--- src/rtl/bwt_pkg.sv ---
`timescale 1ns/1ps
// Package: types and helpers shared by the bipolar word transmitter.
// Assumes: nothing beyond IEEE 1800-2017.
package bwt_pkg;

    // Serializer states: waiting for a word, sending bits, holding the inter-word null
    typedef enum logic [1:0] {
        SER_IDLE = 2'd0,
        SER_BIT  = 2'd1,
        SER_GAP  = 2'd2
    } ser_state_t;

    // Bit value that gives the requested overall parity for a given xor of data bits
    function automatic logic parity_bit(input logic data_xor, input logic odd);
        return odd ? ~data_xor : data_xor;
    endfunction

endpackage

--- src/rtl/bwt_queue.sv ---
`timescale 1ns/1ps
// Module: bwt_queue
// Circular word queue of DEPTH entries with single-cycle push and pop.
// Assumes: a push while full is dropped and reported on wr_drop for one cycle;
// a pop while empty is never requested (the serializer pops only on !empty).
module bwt_queue #(
    parameter int DEPTH = 5,
    parameter int W     = 32
) (
    input  logic         clk,
    input  logic         rst_n,
    input  logic         wr_en,
    input  logic [W-1:0] wr_data,
    input  logic         rd_en,
    output logic [W-1:0] rd_data,
    output logic         full,
    output logic         empty,
    output logic         wr_drop,
    output logic         wr_ok
);
    localparam int PW = (DEPTH > 1) ? $clog2(DEPTH) : 1;
    localparam int CW = $clog2(DEPTH + 1);

    logic [W-1:0]  mem [DEPTH];
    logic [PW-1:0] wr_ptr, rd_ptr;
    logic [CW-1:0] count;
    logic          rd_ok;

    // Advance a pointer with wrap at the last entry
    function automatic logic [PW-1:0] bump(input logic [PW-1:0] p);
        return (p == PW'(DEPTH - 1)) ? '0 : p + 1'b1;
    endfunction

    assign full    = (count == CW'(DEPTH));
    assign empty   = (count == '0);
    assign wr_ok   = wr_en && !full;
    assign wr_drop = wr_en && full;
    assign rd_ok   = rd_en && !empty;
    assign rd_data = mem[rd_ptr];

    // Store an accepted word at the write pointer
    always_ff @(posedge clk) begin
        if (wr_ok) begin
            mem[wr_ptr] <= wr_data;
        end
    end

    // Maintain pointers and occupancy count
    always_ff @(posedge clk) begin
        if (!rst_n) begin
            wr_ptr <= '0;
            rd_ptr <= '0;
            count  <= '0;
        end else begin
            if (wr_ok) wr_ptr <= bump(wr_ptr);
            if (rd_ok) rd_ptr <= bump(rd_ptr);
            case ({wr_ok, rd_ok})
                2'b10:   count <= count + 1'b1;
                2'b01:   count <= count - 1'b1;
                default: count <= count;
            endcase
        end
    end

endmodule

--- src/rtl/bwt_parity_fix.sv ---
`timescale 1ns/1ps
// Module: bwt_parity_fix
// Replaces the top bit of a word with a parity bit computed over the rest.
// Assumes: odd=1 asks for an odd number of ones across all W bits.
module bwt_parity_fix
    import bwt_pkg::*;
#(
    parameter int W = 32
) (
    input  logic [W-1:0] word_in,
    input  logic         odd,
    output logic [W-1:0] word_out
);
    localparam logic [W-1:0] DATA_MASK = {1'b0, {(W-1){1'b1}}};

    logic data_x;

    // Xor of the data bits only; the host's top bit is masked off
    always_comb begin
        data_x   = ^(word_in & DATA_MASK);
        word_out = (word_in & DATA_MASK) | {parity_bit(data_x, odd), {(W-1){1'b0}}};
    end

endmodule

--- src/rtl/bwt_serializer.sv ---
`timescale 1ns/1ps
// Module: bwt_serializer
// Sends one word LSB first as bipolar return-to-zero bits, then holds a null gap.
// Assumes: 'avail' means a word waits at 'load_word'; 'take' pops it in the same cycle.
// Each bit lasts 2*HALF_CLKS clocks; the gap lasts GAP_BITS bit times, plus one idle clock.
module bwt_serializer
    import bwt_pkg::*;
#(
    parameter int W         = 32,
    parameter int HALF_CLKS = 4,
    parameter int GAP_BITS  = 4
) (
    input  logic         clk,
    input  logic         rst_n,
    input  logic         avail,
    input  logic [W-1:0] load_word,
    output logic         take,
    output logic         line_one,
    output logic         line_zero,
    output logic         word_done
);
    localparam int GAP_CLKS = GAP_BITS * 2 * HALF_CLKS;
    localparam int HCW      = (HALF_CLKS > 1) ? $clog2(HALF_CLKS) : 1;
    localparam int GCW      = (GAP_CLKS > 1) ? $clog2(GAP_CLKS) : 1;
    localparam int BW       = $clog2(W);

    ser_state_t     st;
    logic [HCW-1:0] half_cnt;
    logic           second;
    logic [BW-1:0]  bit_idx;
    logic [GCW-1:0] gap_cnt;
    logic [W-1:0]   sh;
    logic           half_end, last_bit, gap_end;

    // Decode counter end points and the pop strobe
    always_comb begin
        half_end  = (half_cnt == HCW'(HALF_CLKS - 1));
        last_bit  = (bit_idx == BW'(W - 1));
        gap_end   = (gap_cnt == GCW'(GAP_CLKS - 1));
        take      = (st == SER_IDLE) && avail;
        word_done = (st == SER_BIT) && half_end && second && last_bit;
    end

    // Drive the active line in the first half of each bit, null otherwise
    always_comb begin
        line_one  = (st == SER_BIT) && !second && sh[0];
        line_zero = (st == SER_BIT) && !second && !sh[0];
    end

    // Sequence load, bit halves, shifting and the inter-word gap
    always_ff @(posedge clk) begin
        if (!rst_n) begin
            st       <= SER_IDLE;
            half_cnt <= '0;
            second   <= 1'b0;
            bit_idx  <= '0;
            gap_cnt  <= '0;
            sh       <= '0;
        end else begin
            case (st)
                SER_IDLE: begin
                    if (avail) begin
                        st       <= SER_BIT;
                        sh       <= load_word;
                        half_cnt <= '0;
                        second   <= 1'b0;
                        bit_idx  <= '0;
                    end
                end
                SER_BIT: begin
                    if (half_end) begin
                        half_cnt <= '0;
                        second   <= ~second;
                        if (second) begin
                            sh <= {1'b0, sh[W-1:1]};
                            if (last_bit) begin
                                st      <= SER_GAP;
                                gap_cnt <= '0;
                            end else begin
                                bit_idx <= bit_idx + 1'b1;
                            end
                        end
                    end else begin
                        half_cnt <= half_cnt + 1'b1;
                    end
                end
                SER_GAP: begin
                    if (gap_end) st <= SER_IDLE;
                    else         gap_cnt <= gap_cnt + 1'b1;
                end
                default: st <= SER_IDLE;
            endcase
        end
    end

endmodule

--- src/rtl/bwt_flags.sv ---
`timescale 1ns/1ps
// Module: bwt_flags
// Holds the sticky overflow flag and the transmitter-done interrupt.
// Assumes: an accepted push clears the interrupt and wins over a set in the same cycle.
module bwt_flags (
    input  logic clk,
    input  logic rst_n,
    input  logic push_ok,
    input  logic push_drop,
    input  logic word_done,
    input  logic q_empty,
    output logic irq,
    output logic ovf
);
    // Latch overflow until reset
    always_ff @(posedge clk) begin
        if (!rst_n)         ovf <= 1'b0;
        else if (push_drop) ovf <= 1'b1;
    end

    // Raise the interrupt when the last word ends; clear it on new work
    always_ff @(posedge clk) begin
        if (!rst_n)                     irq <= 1'b0;
        else if (push_ok)               irq <= 1'b0;
        else if (word_done && q_empty)  irq <= 1'b1;
    end

endmodule

--- src/rtl/bipolar_word_tx.sv ---
`timescale 1ns/1ps
// Module: bipolar_word_tx (top)
// Five-word queue feeding a bipolar return-to-zero serializer, with automatic
// parity on the top bit, a fixed null gap between words, and status flags.
// Assumes: push is a one-cycle strobe per complete word; odd_parity is steady
// while words are queued (it is sampled as each word leaves the queue).
module bipolar_word_tx #(
    parameter int DEPTH     = 5,
    parameter int W         = 32,
    parameter int HALF_CLKS = 4,
    parameter int GAP_BITS  = 4
) (
    input  logic         clk,
    input  logic         rst_n,
    input  logic         push,
    input  logic [W-1:0] push_word,
    input  logic         odd_parity,
    output logic         out_one,
    output logic         out_zero,
    output logic         q_full,
    output logic         q_empty,
    output logic         tx_irq,
    output logic         ovf_flag
);
    logic [W-1:0] head_word, fixed_word;
    logic         deq, push_ok, push_drop, word_done;

    bwt_queue #(.DEPTH(DEPTH), .W(W)) u_queue (
        .clk     (clk),
        .rst_n   (rst_n),
        .wr_en   (push),
        .wr_data (push_word),
        .rd_en   (deq),
        .rd_data (head_word),
        .full    (q_full),
        .empty   (q_empty),
        .wr_drop (push_drop),
        .wr_ok   (push_ok)
    );

    bwt_parity_fix #(.W(W)) u_par (
        .word_in  (head_word),
        .odd      (odd_parity),
        .word_out (fixed_word)
    );

    bwt_serializer #(.W(W), .HALF_CLKS(HALF_CLKS), .GAP_BITS(GAP_BITS)) u_ser (
        .clk       (clk),
        .rst_n     (rst_n),
        .avail     (!q_empty),
        .load_word (fixed_word),
        .take      (deq),
        .line_one  (out_one),
        .line_zero (out_zero),
        .word_done (word_done)
    );

    bwt_flags u_flags (
        .clk       (clk),
        .rst_n     (rst_n),
        .push_ok   (push_ok),
        .push_drop (push_drop),
        .word_done (word_done),
        .q_empty   (q_empty),
        .irq       (tx_irq),
        .ovf       (ovf_flag)
    );

endmodule

--- config.mk ---
export PLATFORM = sky130hd
export DESIGN_NAME = bipolar_word_tx
export DESIGN_NICKNAME = d
export VERILOG_FILES = /design/src/rtl/bwt_pkg.sv /design/src/rtl/bwt_queue.sv /design/src/rtl/bwt_parity_fix.sv /design/src/rtl/bwt_serializer.sv /design/src/rtl/bwt_flags.sv /design/src/rtl/bipolar_word_tx.sv
export SDC_FILE = /design/constraint.sdc
export NUM_CORES = 1
export LEC_CHECK = 0
export ABC_AREA = 1
export ABC_CLOCK_PERIOD_IN_PS = 4940
export CAP_MARGIN = 20
export CELL_PAD_IN_SITES_DETAIL_PLACEMENT = 1
export CELL_PAD_IN_SITES_GLOBAL_PLACEMENT = 1
export CORE_UTILIZATION = 47
export DETAILED_ROUTE_END_ITERATION = 12
export GPL_TIMING_DRIVEN = 1
export PLACE_DENSITY_LB_ADDON = 0.1
export REMOVE_ABC_BUFFERS = 1
export SYNTH_ARGS = -nofsm -noshare
export SYNTH_HDL_FRONTEND = slang
export SYNTH_HIERARCHICAL = 1
export SYNTH_SLANG_ARGS = --single-unit
--- constraint.sdc ---
create_clock -name clk -period 4.94 [get_ports clk]
set_input_delay 0.988 -clock clk [delete_from_list [all_inputs] [get_ports clk]]
set_output_delay 0.988 -clock clk [all_outputs]
set_load 0.02 [all_outputs]
==> results.md, run 1 <==
Run status:
- The flow ran to the end, and the final reports show no timing, DRC or antenna violations.

Route:
- The number of optimization iterations in the first detailed-route pass is 6.
- The final layout contains routed wiring with a total length of roughly 23000 um.
- Dividing the detail-routed via count by the number of cells gives 4.95.
- For this run, design rule violations remaining after detail routing come to 0.
- Once detail routing completed, the nets flagged for antenna violations numbered 0.
- The post-detailed-route wirelength per cell is 15.0 um.
- For this block, the initial DRC count from the detailed router was 256.
- Across all layers, the routed design uses between 7000 and 8000 vias.

Worst hold path:
- The worst hold path begins at u_flags/irq$_SDFFE_PP0P_.
- The hold-critical path endpoint is u_flags/irq$_SDFFE_PP0P_.
- The worst hold path passes through 2 cells.
- The path class of the tightest hold or removal check is reg2reg.

Clock network:
- For this design, the CTS-stage hold fixing added 0 buffers.
- The post-CTS setup-driven buffer insertion count is 0.
- For the worst-skew pair, the clock arrives at the later sink with an insertion delay of 0.52 ns.
- In this run, post-CTS repair resized a total of 0 instances.
- The buffer cell driving the clock tree root is sky130_fd_sc_hd__clkbuf_16.
- The clock tree buffer depth is 3.
- The clock input transition at the sequential cells of the worst setup and hold paths is 0.06 ns.
- The clock sink count is around 220.
- The number of clock buffers inserted by TritonCTS is 24.
- TritonCTS built the clock tree.
- In this run the number of H-tree levels came out at 1.

Floorplan:
- From bottom edge to top edge, the die measures 150 um.
- Row generation in the floorplan step produced 53 rows.
- From left edge to right edge, the die measures 150 um.
- 42 I/O pins were placed.
- The total area inside the core boundary comes to 21300 um^2.
- For this configuration, the core starts out at a cell density of 0.484.
- The floorplan step defined a die boundary enclosing around 23000 um^2.

STA:
- The clock tree skew after final layout is 0.0197 ns.
- The clock period minus worst slack is between 2 and 3 ns.
- In this run the tightest slew margin relative to its limit is 0.286.
- The number of slew-limit violations in the final report is 0.
- Setup violations remaining at the end of the flow were counted as 0.
- The maximum frequency from static timing analysis is 335 MHz.
- The transition at the pin with the smallest max-transition slack is 1.07 ns.
- The final critical-path setup slack is about 2.0 ns.
- The sum of negative setup slack is 0 ns.
- Setup repair after global routing left no endpoint under its margin.
- The final worst-path cycle share is 0.603.
- The count of final hold-check violations came to 0.

Setup path:
- The worst setup path is captured at a register.
- The signal on the critical path passes through buf_4, nor2_1, nand2_1, nand2_1, nand2_1, nand2_1, xnor2_1, nand2_1, nand2_1, nand2_1, nand2_1, xor2_1, nand3_1, nand2_1, nand3_1, a21oi_1.
- The arrival time of the worst setup path is 3.41 ns.
- The worst-path maximum fanout is 36.
- For flop-to-flop paths, the worst setup slack is about 2 ns.
- The class of the most critical setup path is reg2reg.
- Among all stages on the critical path, the largest delay is contributed by sky130_fd_sc_hd__dfxtp_2.
- The path depth of the worst reg2reg path is 16.
- The most repeated library cell on the critical path is sky130_fd_sc_hd__nand2_1.
- The startpoint kind of the worst setup timing path is a register.
- In this design, the stage delay of the slowest critical-path cell is 0.87 ns.
- The end of the worst register-to-register path is u_ser/sh[31]$_SDFFE_PN0P_.
- The required time at the endpoint of the critical path is around 5.4 ns.

Global routing:
- The initial antenna violation count was 0.
- In this run the most used layer during global routing was met2.
- The total overflow reported by the global router is 0.
- For met1 alone, demand over resource in global routing was 0.269.
- For this run, global-route usage on met2 was measured as 0.369.
- The number of global-route vias before repair is 7724.
- The met3 track demand over resource is 0.0300.
- The first global-routing pass estimated 37700 um of wire.
- The pin count of the biggest net entering global routing is 63.
- In the global route stage, overall resource usage came out at 0.212.

Placement:
- Routability-driven placement finished with a final weighted congestion of 0.750.
- The worst slack at placement is 1.49 ns.
- The half-perimeter wire length after detailed placement is 14200 um.
- Port buffering added 40 buffers.

Yosys:
- The total of warnings raised by yosys is 6.
- After synthesis, the mean cell area works out to 8.52 um^2.
- Synthesis handed over a netlist of 1210 instances.
- The post-synth design cell area is 10300 um^2.

Final layout:
- The area occupied by multi-input gates is 3510 um^2.
- Across the whole layout, storage elements account for 5880 um^2.
- The number of filler instances in the final layout is 2492.
- In the final layout, the share of cells above drive strength 1 is 0.0584.
- The number of nets in the layout is 1261.
- The number of antenna cells inserted is 0.
- From synthesis to final layout, the design area changed by 11.6%.

Pwr:
- VDD sags by at most approximately 300 uV.
- The power per standard cell area is 621 nW/um^2.
- For this design the static power due to leakage is ~0.0050 uW.

Job:
- Max-cap violations in this run came to 0.
==> sequential cells by signal, indices dropped and copies added (netlist names), 2 cells and up, named ones only <==
register and cells:
u_queue/count 3, u_queue/mem 155, u_queue/rd_ptr 3, u_queue/wr_ptr 3
u_ser/bit_idx 5, u_ser/gap_cnt 5, u_ser/half_cnt 2, u_ser/sh 32
u_ser/st 2
==> cell usage in the layout, fill, tap and decap left out, types with 2 or more instances in the layout <==
cell	n
sky130_fd_sc_hd__nand2_2	3
sky130_fd_sc_hd__dfxtp_2	2
sky130_fd_sc_hd__a21oi_1	14
sky130_fd_sc_hd__bufinv_16	2
sky130_fd_sc_hd__o21ai_1	5
sky130_fd_sc_hd__xor2_1	10
sky130_fd_sc_hd__inv_1	118
sky130_fd_sc_hd__nor2_1	161
sky130_fd_sc_hd__clkbuf_16	24
sky130_fd_sc_hd__nand3_1	61
sky130_fd_sc_hd__or2_0	27
sky130_fd_sc_hd__clkbuf_8	5
sky130_fd_sc_hd__buf_4	13
sky130_fd_sc_hd__nand2_1	436
sky130_fd_sc_hd__nand4_1	2
sky130_fd_sc_hd__xnor2_1	10
sky130_fd_sc_hd__dfxtp_1	59
sky130_fd_sc_hd__nand3_2	3
sky130_fd_sc_hd__inv_2	5
sky130_fd_sc_hd__clkinv_1	3
sky130_fd_sc_hd__nor3_1	2
sky130_fd_sc_hd__nor2_4	4
sky130_fd_sc_hd__or2_2	5
sky130_fd_sc_hd__nor3_2	2
sky130_fd_sc_hd__ha_1	10
sky130_fd_sc_hd__edfxtp_1	155
sky130_fd_sc_hd__clkbuf_1	9
sky130_fd_sc_hd__clkdlybuf4s50_1	40
sky130_fd_sc_hd__o21ai_0	34
==> stage by stage <==
step / utilization / hold WS (ns) / instance area [um^2] / power (uW) / instances
2_1_floorplan: - / 0.441 / 9820 / 4620 / 1134
3_3_place_gp: 0.502 / 0.450 / 10700 / 5320 / 1462
3_5_place_dp: 0.502 / 0.452 / 10700 / 5430 / 1462
4_1_cts: 0.540 / 0.463 / 11500 / 7220 / 1506
5_1_grt: 0.541 / 0.499 / 11500 / 7770 / 1507
6_report: 0.541 / 0.457 / 11500 / 7140 / 1507
==> critical path, delay by kind of cell, from the launching register on <==
family                 cells  cell delay, ns
buffers and inverters      1            0.44
XOR/XNOR                   2            0.47
flip-flops                 1            0.87
AO/OA/AOI/OAI              1            0.15
AND/OR/NAND/NOR           12            0.97
==> where the power goes <==
| part | leakage, uW | switching (uW) | internal, uW |
|---|---|---|---|
| clock | 0.000382 | 677 | 1080 |
| sequential | 0.00192 | 172 | 2200 |
| combinational | 0.00274 | 1970 | 1040 |
==> area by class of cell <==
cell class / instances / area share
Sequential cell: 216 / 0.511
Multi-Input combinational cell: 795 / 0.305
Clock buffer: 38 / 0.0611
Timing Repair Buffer: 54 / 0.0450
Inverter: 123 / 0.0401
Tap cell: 275 / 0.0299
Clock inverter: 6 / 0.00761
==> layer usage <==
layer | wire, um | part of all wire | up-vias
met5 | 0 | 0 | -
met4 | 735 | 0.032 | 0
met3 | 580 | 0.026 | 43
met2 | 10900 | 0.48 | 101
met1 | 10500 | 0.46 | 3544
li1 | - | - | 3766
==> how the worst max path moves through the flow <==
stage | start | to | slack (ns)
after global placement | push | u_queue/mem[0][10]$_DFFE_PP_ | 1.52
after detailed placement | push | u_queue/mem[0][10]$_DFFE_PP_ | 1.49
after CTS | register | u_ser/sh[31]$_SDFFE_PN0P_ | 1.93
final | register | u_ser/sh[31]$_SDFFE_PN0P_ | 1.96
after floorplan | push | u_queue/mem[2][0]$_DFFE_PP_ | 1.27
after global routing | register | u_ser/sh[31]$_SDFFE_PN0P_ | 1.58
No activity file was read; power rests on OpenSTA's default activity.
==> run 2: changes to the inputs <==
- ABC_CLOCK_PERIOD_IN_PS: 4940 -> 2900
- clock period: 4.94 -> 2.9 ns (I/O delays scaled with it)
==> results.md, run 2 (synthesis results as in run 1) <==
Worst hold path:
- The number of stages on the worst hold path is 2 (unchanged).
- The start point of the worst min-delay path is u_flags/irq$_SDFFE_PP0P_.
- The worst hold path terminates at u_flags/irq$_SDFFE_PP0P_.
- The type of the worst min-delay path is reg2reg.

Pwr:
- The static leakage is 0.00506 uW (+0.55%).
- The power per standard cell area is 1060 nW/um^2 (+71%).
- The power consumption is 12300 uW (+72%).
- The maximum vdd ir drop is 640 uV (+110%).

Setup path:
- STA classifies the critical path startpoint as a register.
- The worst-case register-to-register setup slack was 0.32 ns (-1.64 ns).
- The arrival time of the worst setup path came to 3.01 ns (-0.40 ns).
- The worst-path maximum fanout was 54 (+50%).
- The class of the most critical setup path is reg2reg.
- The kind of end point of the critical path is a register.
- The end of the worst register-to-register path is u_ser/sh[31]$_SDFFE_PN0P_.
- The required time at the endpoint of the critical path is 3.33 ns (-2.04 ns).
- The path depth of the worst reg2reg path is 19 (+3).

STA:
- The count of final hold-check violations is 0 (unchanged).
- The transition at the pin with the smallest max-transition slack came to 0.659 ns (-0.410 ns).
- The clock tree skew after final layout is 0.0180 ns (-0.00169 ns).
- The relative max-transition margin was 0.560 (+0.274).
- The total of endpoints with negative setup slack in the final report came to 0 (unchanged).
- The number of slew-limit violations in the final report is 0 (unchanged).
- The maximum frequency from static timing analysis is 387 MHz (+15%).
- The final critical-path setup slack is 0.315 ns (-1.64 ns).
- The sum of negative setup slack is 0 ns (unchanged).
- The worst hold slack is 0.457 ns (+0.000181 ns).
- Setup repair after global routing left no endpoint under its margin.
- The final worst-path cycle share came to 0.891 (+0.288).
- The clock period minus worst slack is 2.58 ns (-0.397 ns).

Clock network:
- The clock latency of the later-clocked register in the worst-skew pair is 0.52 ns (about the same).
- The post-CTS setup-driven buffer insertion count is 0 (unchanged).
- The clock sink count was 216 (unchanged).
- The number of resized instances in the post-cts repair step is 0 (unchanged).
- The buffer cell driving the clock tree root is sky130_fd_sc_hd__clkbuf_16.
- The number of clock buffers inserted by TritonCTS was 24 (unchanged).
- TritonCTS built the clock tree.
- The depth of the CTS H-tree is 1 (unchanged).
- The clock tree buffer depth is 3 (unchanged).
- The hold buffer count at cts was 0 (unchanged).
- The clock input transition at the sequential cells of the worst setup and hold paths is 0.06 ns (about the same).

Global routing:
- The global routing usage summed across all routing layers is 0.220 (+0.00801).
- The pin count of the biggest net entering global routing is 55 (-13%).
- The initial antenna violation count is 1 (+1).
- The total overflow reported by the global router is 0 (unchanged).
- The wire length of the first global-routing pass is 38700 um (+2.8%).
- The number of global-route vias before repair is 7774 (+0.65%).

Run status:
- The run finished with clean final reports.

Floorplan:
- The standard cell core area is 21300 um^2 (unchanged).
- The effective utilization at floorplan is 0.484 (unchanged).
- The die height came to 150 um (unchanged).
- The width of the die is 150 um (unchanged).
- The top-level port count came to 42 (unchanged).
- The die area came to 22500 um^2 (unchanged).
- The row count is 53 (unchanged).

Final layout:
- The utilization after layout was 0.544 (+0.00364).
- The area occupied by multi-input gates came to 3510 um^2 (unchanged).
- The number of nets in the layout is 1267 (+0.48%).
- The largest registers in the layout are u_queue/mem x155, u_ser/sh x32.
- In the layout the commonest cells are sky130_fd_sc_hd__nand2_1 (436), sky130_fd_sc_hd__nor2_1 (161), sky130_fd_sc_hd__edfxtp_1 (155).
- The fraction of final layout cells with drive strength greater than 1 is 0.0630 (+0.00456).
- The area added between synthesis and finish is 12.4%.
- The number of filler instances in the final layout is 2490 (-0.080%).
- The sequential cell area is 5880 um^2 (unchanged).
- The register with the highest flop count is u_queue/mem.
- The library cell used most frequently in the layout, excluding fill and tap cells, is sky130_fd_sc_hd__nand2_1.
- The flip-flop count of the largest register after layout is 155 (unchanged).
- The number of antenna cells inserted is 0 (unchanged).

Route:
- The via count normalized by instance count is 4.99 (+0.95%).
- The via total after detailed routing is 7555 (+1.4%).
- The number of violations reported at the end of detailed-routing iteration 0 is 241 (-5.9%).
- The final routed wirelength across all metal layers came to 23400 um (+3.3%).
- The number of design rule violations left after detail routing was 0 (unchanged).
- The final antenna-violating net count is 0 (unchanged).
- The post-detailed-route wirelength per cell is 15.5 um (+2.9%).
- The number of optimization iterations in the first detailed-route pass came to 4 (-2).

Job:
- The number of maximum-capacitance constraint violations came to 0 (unchanged).

Placement:
- The half-perimeter wire length after detailed placement is 14500 um (+2.7%).
- The worst slack at placement came to 0.316 ns (-1.17 ns).
- The number of input and output port buffers inserted came to 40 (unchanged).
- The global placement routability congestion came to 0.759 (+1.2%).
[run 2: per-layer routing]
layer / up-vias / wire [um] / track usage
met5: - / 0 / 0
met4: 0 / 457 / 0.0495
met1: 3655 / 10700 / 0.282
met3: 29 / 540 / 0.0261
met2: 85 / 11700 / 0.397
li1: 3786 / - / -
[run 2: report_power, final]
| group | internal (uW) | switching [uW] | leakage, uW | total [uW] |
|---|---|---|---|---|
| registers | 3740 | 218 | 0.00192 | 3960 |
| clock network | 1720 | 1200 | 0.000365 | 2920 |
| logic | 1850 | 3560 | 0.00278 | 5410 |
[run 2: critical path: stages (launching register included)]
cell	delay [ns]
sky130_fd_sc_hd__dfxtp_2	0.34
sky130_fd_sc_hd__inv_2	0.13
sky130_fd_sc_hd__buf_12	0.29
sky130_fd_sc_hd__buf_4	0.19
sky130_fd_sc_hd__nand2_1	0.06
sky130_fd_sc_hd__nand3_1	0.07
sky130_fd_sc_hd__nand2_1	0.06
sky130_fd_sc_hd__nand2_1	0.06
sky130_fd_sc_hd__nand2_1	0.10
sky130_fd_sc_hd__xnor2_1	0.21
sky130_fd_sc_hd__inv_1	0.08
sky130_fd_sc_hd__nand2_1	0.09
sky130_fd_sc_hd__nand2_1	0.06
sky130_fd_sc_hd__nand2_1	0.07
sky130_fd_sc_hd__nand2_1	0.06
sky130_fd_sc_hd__xor2_1	0.20
sky130_fd_sc_hd__nand3_1	0.10
sky130_fd_sc_hd__nand2_1	0.09
sky130_fd_sc_hd__nand3_1	0.07
sky130_fd_sc_hd__a21oi_1	0.18
[run 2: how the worst max path moves through the flow]
stage	slack, ns	endpoint	depth (start not counted)	from
final	0.32	u_ser/sh[31]$_SDFFE_PN0P_	19	register
after global routing	0.01	u_ser/sh[31]$_SDFFE_PN0P_	19	register
after CTS	0.27	u_ser/sh[31]$_SDFFE_PN0P_	19	register
after detailed placement	0.32	u_ser/sh[31]$_SDFFE_PN0P_	19	register
after global placement	0.45	u_ser/sh[31]$_SDFFE_PN0P_	19	register
after floorplan	-0.69	u_ser/sh[31]$_SDFFE_PN0P_	16	register
[run 2: final cells by class]
cell class | instances | area share
clock buffers | 32 | 0.0544
inverters | 123 | 0.0399
clock inverters | 12 | 0.0109
flip-flops and latches | 216 | 0.507
multi-input cells | 795 | 0.303
repair buffers | 60 | 0.0543
well taps | 275 | 0.0297
[run 2: metrics by stage]
| stage | std cells | area [um^2] |
|---|---|---|
| after floorplan | 1134 | 9820 |
| after global placement | 1469 | 10800 |
| after detailed placement | 1469 | 10800 |
| after CTS | 1513 | 11600 |
| after global routing | 1513 | 11600 |
| final | 1513 | 11600 |
